==> config.mk <==
export PLATFORM = sky130hd
export DESIGN_NAME = pam4_ffe_tx
export DESIGN_NICKNAME = d
export VERILOG_FILES = /design/src/rtl/pam4_ffe_tx.sv
export SDC_FILE = /design/constraint.sdc
export NUM_CORES = 1
export LEC_CHECK = 0
export BUFFER_PORTS_ARGS = -buffer_cell sky130_fd_sc_hd__clkbuf_2
export CAP_MARGIN = 0
export CORE_MARGIN = 3
export CORE_UTILIZATION = 54
export CTS_CLUSTER_DIAMETER = 40
export CTS_CLUSTER_SIZE = 12
export DETAILED_ROUTE_END_ITERATION = 6
export PLACE_DENSITY = 0.7
export SYNTH_ARGS = -nofsm -noshare
export SYNTH_HDL_FRONTEND = slang
export SYNTH_SLANG_ARGS = --single-unit
==> constraint.sdc <==
create_clock -name clk -period 10.93 [get_ports clk]
set_input_delay 0.5465 -clock clk [delete_from_list [all_inputs] [get_ports clk]]
set_output_delay 0.5465 -clock clk [all_outputs]
set_load 0.01 [all_outputs]
==> src/rtl/pam4_ffe_tx.sv <==
`timescale 1ns/1ps
module pam4_ffe_tx #(
  parameter int CODE_W = 6,
  parameter int STEP_W = 6,
  parameter int FRAC_W = 8
) (
  input  logic                                              clk,
  input  logic                                              rst_n,
  input  logic [1:0]                                        sym_i,
  input  logic                                              cfg_we,
  input  logic [2:0]                                        cfg_addr,
  input  logic [((CODE_W > STEP_W) ? CODE_W : STEP_W)-1:0] cfg_wdata,
  output logic signed [CODE_W+STEP_W+5:0]                   level_o,
  output logic                                              sat_err_o
);
  localparam int W_W   = CODE_W + STEP_W + 1;
  localparam int OUT_W = W_W + 5;
  localparam int SUM_W = W_W + 2;
  localparam int UNITY = 1 << FRAC_W;
  localparam logic [2:0] A_STEP = 3'd0, A_PRE2 = 3'd1, A_PRE1 = 3'd2,
                         A_POST = 3'd3, A_COMMIT = 3'd4;

  logic [STEP_W-1:0]        stg_step;
  logic signed [CODE_W-1:0] stg_pre2, stg_pre1, stg_post;
  logic signed [W_W-1:0]    w_pre2, w_pre1, w_main, w_post;
  logic signed [2:0]        hist [4];

  function automatic logic signed [W_W-1:0] tap_weight(
    input logic signed [CODE_W-1:0] code, input logic [STEP_W-1:0] step);
    logic signed [W_W-1:0] cx, sx;
    cx = W_W'(code);
    sx = $signed({{(W_W-STEP_W){1'b0}}, step});
    return cx * sx;
  endfunction

  logic signed [CODE_W-1:0] cl_pre2, cl_pre1, cl_post;
  assign cl_pre2 = stg_pre2[CODE_W-1] ? '0 : stg_pre2;
  assign cl_pre1 = stg_pre1[CODE_W-1] ? stg_pre1 : '0;
  assign cl_post = stg_post[CODE_W-1] ? stg_post : '0;

  logic signed [W_W-1:0] n_pre2, n_pre1, n_post, n_main;
  logic [SUM_W-1:0]      mag_sum;
  logic                  over;

  assign n_pre2  = tap_weight(cl_pre2, stg_step);
  assign n_pre1  = tap_weight(cl_pre1, stg_step);
  assign n_post  = tap_weight(cl_post, stg_step);
  assign mag_sum = SUM_W'($unsigned(n_pre2)) + SUM_W'($unsigned(-n_pre1))
                 + SUM_W'($unsigned(-n_post));
  assign over    = mag_sum > SUM_W'(UNITY);
  assign n_main  = over ? '0 : W_W'(SUM_W'(UNITY) - mag_sum);

  always_ff @(posedge clk or negedge rst_n) begin
    if (!rst_n) begin
      stg_step <= '0;
      stg_pre2 <= '0;
      stg_pre1 <= '0;
      stg_post <= '0;
      w_pre2   <= '0;
      w_pre1   <= '0;
      w_post   <= '0;
      w_main   <= W_W'(UNITY);
      sat_err_o <= 1'b0;
    end else if (cfg_we) begin
      case (cfg_addr)
        A_STEP: stg_step <= cfg_wdata[STEP_W-1:0];
        A_PRE2: stg_pre2 <= $signed(cfg_wdata[CODE_W-1:0]);
        A_PRE1: stg_pre1 <= $signed(cfg_wdata[CODE_W-1:0]);
        A_POST: stg_post <= $signed(cfg_wdata[CODE_W-1:0]);
        A_COMMIT: begin
          w_pre2 <= n_pre2;
          w_pre1 <= n_pre1;
          w_post <= n_post;
          w_main <= n_main;
          if (over) sat_err_o <= 1'b1;
        end
        default: ;
      endcase
    end
  end

  logic signed [3:0] lvl_in;
  assign lvl_in = $signed({1'b0, sym_i, 1'b1}) - 4'sd4;

  logic signed [OUT_W-1:0] acc;
  assign acc = OUT_W'(w_pre2) * OUT_W'(hist[0]) + OUT_W'(w_pre1) * OUT_W'(hist[1])
             + OUT_W'(w_main) * OUT_W'(hist[2]) + OUT_W'(w_post) * OUT_W'(hist[3]);

  always_ff @(posedge clk or negedge rst_n) begin
    if (!rst_n) begin
      for (int i = 0; i < 4; i++) hist[i] <= '0;
      level_o <= '0;
    end else begin
      hist[0] <= lvl_in[2:0];
      for (int i = 1; i < 4; i++) hist[i] <= hist[i-1];
      level_o <= acc;
    end
  end

  AST_LEVEL_SET: assert property (@(posedge clk) disable iff (!rst_n)
    $past(rst_n) |-> (hist[0] == 3'sd3 || hist[0] == 3'sd1 ||
                      hist[0] == -3'sd1 || hist[0] == -3'sd3));
  AST_SIGN_CLAMP: assert property (@(posedge clk) disable iff (!rst_n)
    (w_pre2 >= 0) && (w_pre1 <= 0) && (w_post <= 0));
  AST_UNITY_SUM: assert property (@(posedge clk) disable iff (!rst_n)
    (w_main != 0) |-> (int'(w_main) + int'(w_pre2) - int'(w_pre1) - int'(w_post) == UNITY));
  AST_NO_EARLY_LOAD: assert property (@(posedge clk) disable iff (!rst_n)
    !(cfg_we && cfg_addr == A_COMMIT) |=>
      ($stable(w_pre2) && $stable(w_pre1) && $stable(w_main) && $stable(w_post)));
  AST_ERR_STICKY: assert property (@(posedge clk) disable iff (!rst_n)
    sat_err_o |=> sat_err_o);
  AST_ERR_MAIN_ZERO: assert property (@(posedge clk) disable iff (!rst_n)
    $rose(sat_err_o) |-> (w_main == 0));
endmodule

==> impl_metrics.env <==
export IMPL_cts_root_buf="clkbuf_16"
export IMPL_synth_avg_cell_area_um2=9.80
export IMPL_dieArea_um2=26600
export IMPL_r2r_slack_ps=3240
export IMPL_fmax_mhz=130
export IMPL_grt_overflow=0
export IMPL_max_slew_worst_pin_slew_ps=1120
export IMPL_r2r_start="stg_post[5]"
export IMPL_core_um2=23800
export IMPL_synth_edf_count=0
export IMPL_crit_fanout=39
export IMPL_drt_pass1_iterations=5
export IMPL_antennaDiodeCount=0
export IMPL_netlist_area_um2=13300
export IMPL_hold_class="input port to async pin"
export IMPL_synthCells=1360
export IMPL_cts_buffer_depth=2
export IMPL_arrival_ps=7950
export IMPL_ios=33
export IMPL_drt_initial_drc_count=447
export IMPL_num_rows=56
export IMPL_worstRegToRegCells=20
export IMPL_synth_seq_cells=105
export IMPL_critPathLaunchType="register"
export IMPL_dpl_instance_area_um2=13800
export IMPL_cts_sinks=105
export IMPL_clk_pin_slew_ps=80
export IMPL_routedWlPerCell_um=16.6
export IMPL_finalWirelength_mm=28.1
export IMPL_cts_tree="built"
export IMPL_cp_required_ps=11200
export IMPL_die_w_um=163
export IMPL_final_layout_size_suffix_gt1_share_pct=7.21
export IMPL_cp_end_kind="register"
export IMPL_num_vias=9233
export IMPL_h_tree_depth=3
export IMPL_holdWs_ps=47.9
export IMPL_setup_viol=0
export IMPL_slew_viol_final=0
export IMPL_async_flop_share_pct=100
export IMPL_vias_per_cell=5.46
export IMPL_ys_seq_area_share_pct=19.7
export IMPL_cts_buffers_inserted=9
export IMPL_fin_setup_tns_ps=0
export IMPL_drv_cap=0
export IMPL_dpl_hpwl_mm=23.8
export IMPL_period_minus_slack_ps=7690
export IMPL_period_share_pct=70.3
export IMPL_worstReg2RegEnd="w_main[3]"
export IMPL_clock_latency_ps=360
export IMPL_area_delta_synth_final_pct=5.56
export IMPL_hold_viol=0
export IMPL_criticalPathCategory="register to register"
export IMPL_clock_skew_ps=9.83
export IMPL_post_cts_buffers=0
export IMPL_initial_core_util_pct=55.9
export IMPL_drc=0
export IMPL_gp_congestion=0.890
export IMPL_finalNonFillerCells=1692
export IMPL_status="finished, final reports clean"
export IMPL_final_cell_area_um2=14100
export IMPL_synth_fp_nets=1707
export IMPL_nets=1715
export IMPL_ant_nets=0
export IMPL_die_y_um=163
export IMPL_synth_cell_types=61
export IMPL_synth_top_flop_cell="dfrtp_1"
export IMPL_place_inst=1676
export IMPL_port_buffers=32
export IMPL_grt_total_usage_pct=22.4
export IMPL_antenna_found_initial=0
export IMPL_relSlewSlack_pct=24.3
export IMPL_synth_warnings=0
export IMPL_grt_pass1_vias=9770
export IMPL_grt_pass1_wl_mm=47.3
export IMPL_cts_resized=0
export IMPL_rsz0062_at_grt="no"
export IMPL_grt_max_degree=86
export IMPL_cts_hold_buf=0
-- cells by family after synthesis --
group	Yosys count	share of synthesized area, %
adder cells (fa/ha/maj)	334	42.2
flip-flops	105	19.7
other	1	0.0281
AO/OA/AOI/OAI	135	6.93
AND/OR/NAND/NOR	434	16.3
buffers and inverters	238	6.76
multiplexers	32	2.69
XOR/XNOR	81	5.32
-- area by class of cell --
type / instances / area (um2)
multi-input cells: 1017 / 9810
fillers: 2032 / 9760
flip-flops and latches: 105 / 2630
inverters: 199 / 747
well taps: 319 / 399
clock buffers: 10 / 229
repair buffers: 36 / 193
clock inverters: 6 / 57.6
-- Yosys cell counts, types with 3 or more instances --
| cell type | count | area (um2) |
|---|---|---|
| nand2_1 | 174 | 653 |
| a21o_1 | 15 | 113 |
| xnor2_1 | 58 | 508 |
| inv_1 | 199 | 747 |
| nor4b_1 | 3 | 26.3 |
| clkbuf_1 | 37 | 139 |
| nand2b_1 | 42 | 263 |
| or3_1 | 3 | 18.8 |
| a21oi_1 | 39 | 195 |
| o21a_1 | 4 | 30.0 |
| nand3_1 | 23 | 115 |
| ha_1 | 140 | 1750 |
| o21bai_1 | 15 | 113 |
| and3_1 | 51 | 319 |
| dfrtp_1 | 104 | 2600 |
| o31ai_2 | 9 | 113 |
| xor2_1 | 23 | 201 |
| mux2_2 | 30 | 338 |
| nor3_1 | 14 | 70.1 |
| nor2b_1 | 14 | 87.6 |
| o31ai_1 | 3 | 22.5 |
| nand4_1 | 5 | 31.3 |
| a21boi_0 | 4 | 30.0 |
| o21ai_0 | 27 | 135 |
| fa_1 | 193 | 3860 |
| and2_1 | 52 | 325 |
| nor2_1 | 40 | 150 |
-- sequential cells by signal, summed over array words and instances (netlist names) --
name / count
w_pre2: 11
stg_step: 6
stg_pre2: 6
w_main: 13
hist: 12
level_o: 18
w_post: 13
sat_err_o: 1
stg_pre1: 6
stg_post: 6
w_pre1: 13
-- layer usage --
metal / vias up / global-route usage, % / share of wire [%] / routed length (um)
li1: 4372 / - / - / -
met1: 4632 / 28.8 / 43 / 12200
met2: 183 / 39.6 / 50 / 14100
met3: 46 / 2.87 / 3.3 / 938
met4: 0 / 7.00 / 2.8 / 783
met5: - / 0 / 0 / 0
-- critical path: stages, from the launching register on --
cell	delay (ps)
dfrtp_1	950
nand3_1	210
fa_1	530
fa_1	540
inv_1	50
fa_1	560
fa_1	480
fa_1	470
a21o_1	190
a21oi_1	250
xnor2_1	170
nor4_1	540
nand2_1	130
xnor2_1	210
fa_1	450
ha_1	410
nor4b_1	340
o21a_1	190
o32ai_1	80
nand4b_2	480
o31ai_1	360
-- worst max path at each step --
stage / start / to / slack, ps / cells after the start
6_report: stg_post[5] / w_main[3] / 3240 / 20
5_1_grt: stg_pre1[5] / w_main[2] / 2690 / 23
4_1_cts: stg_pre1[5] / w_main[3] / 3290 / 23
3_5_place_dp: stg_pre1[5] / w_main[3] / 3320 / 23
3_3_place_gp: stg_post[5] / w_main[3] / 3550 / 21
2_1_floorplan: stg_pre1[5] / sat_err_o / 4220 / 24
-- placed cells by master, fill, tap and decap left out, drive strengths merged, types with 3 or more instances in the layout --
master | netlist | layout
nand2 | 174 | 174
nor2 | 40 | 40
nor3 | 14 | 14
xnor2 | 58 | 58
mux2 | 30 | 30
o21bai | 15 | 15
xor2 | 23 | 23
and2 | 52 | 52
clkbuf | 37 | 41
o31ai | 12 | 12
or3 | 4 | 4
a21o | 15 | 15
a21oi | 39 | 39
ha | 140 | 140
o21a | 4 | 4
inv | 199 | 204
a21boi | 4 | 4
nand2b | 42 | 42
nand4 | 5 | 5
dfrtp | 104 | 104
o21ai | 29 | 29
and3 | 51 | 51
buf | 2 | 5
nor2b | 14 | 14
nor4b | 3 | 3
nand3 | 23 | 23
fa | 193 | 193
-- metrics by stage --
stage	utilization, %	setup WS (ps)
floorplan	-	4220
global placement	57.8	3550
detailed placement	57.8	3320
CTS	59.0	3290
global route	59.0	2690
finish	59.0	3240
Power is not shown: default switching activity piles up to over one toggle a cycle in this logic, so the estimate is an artifact.
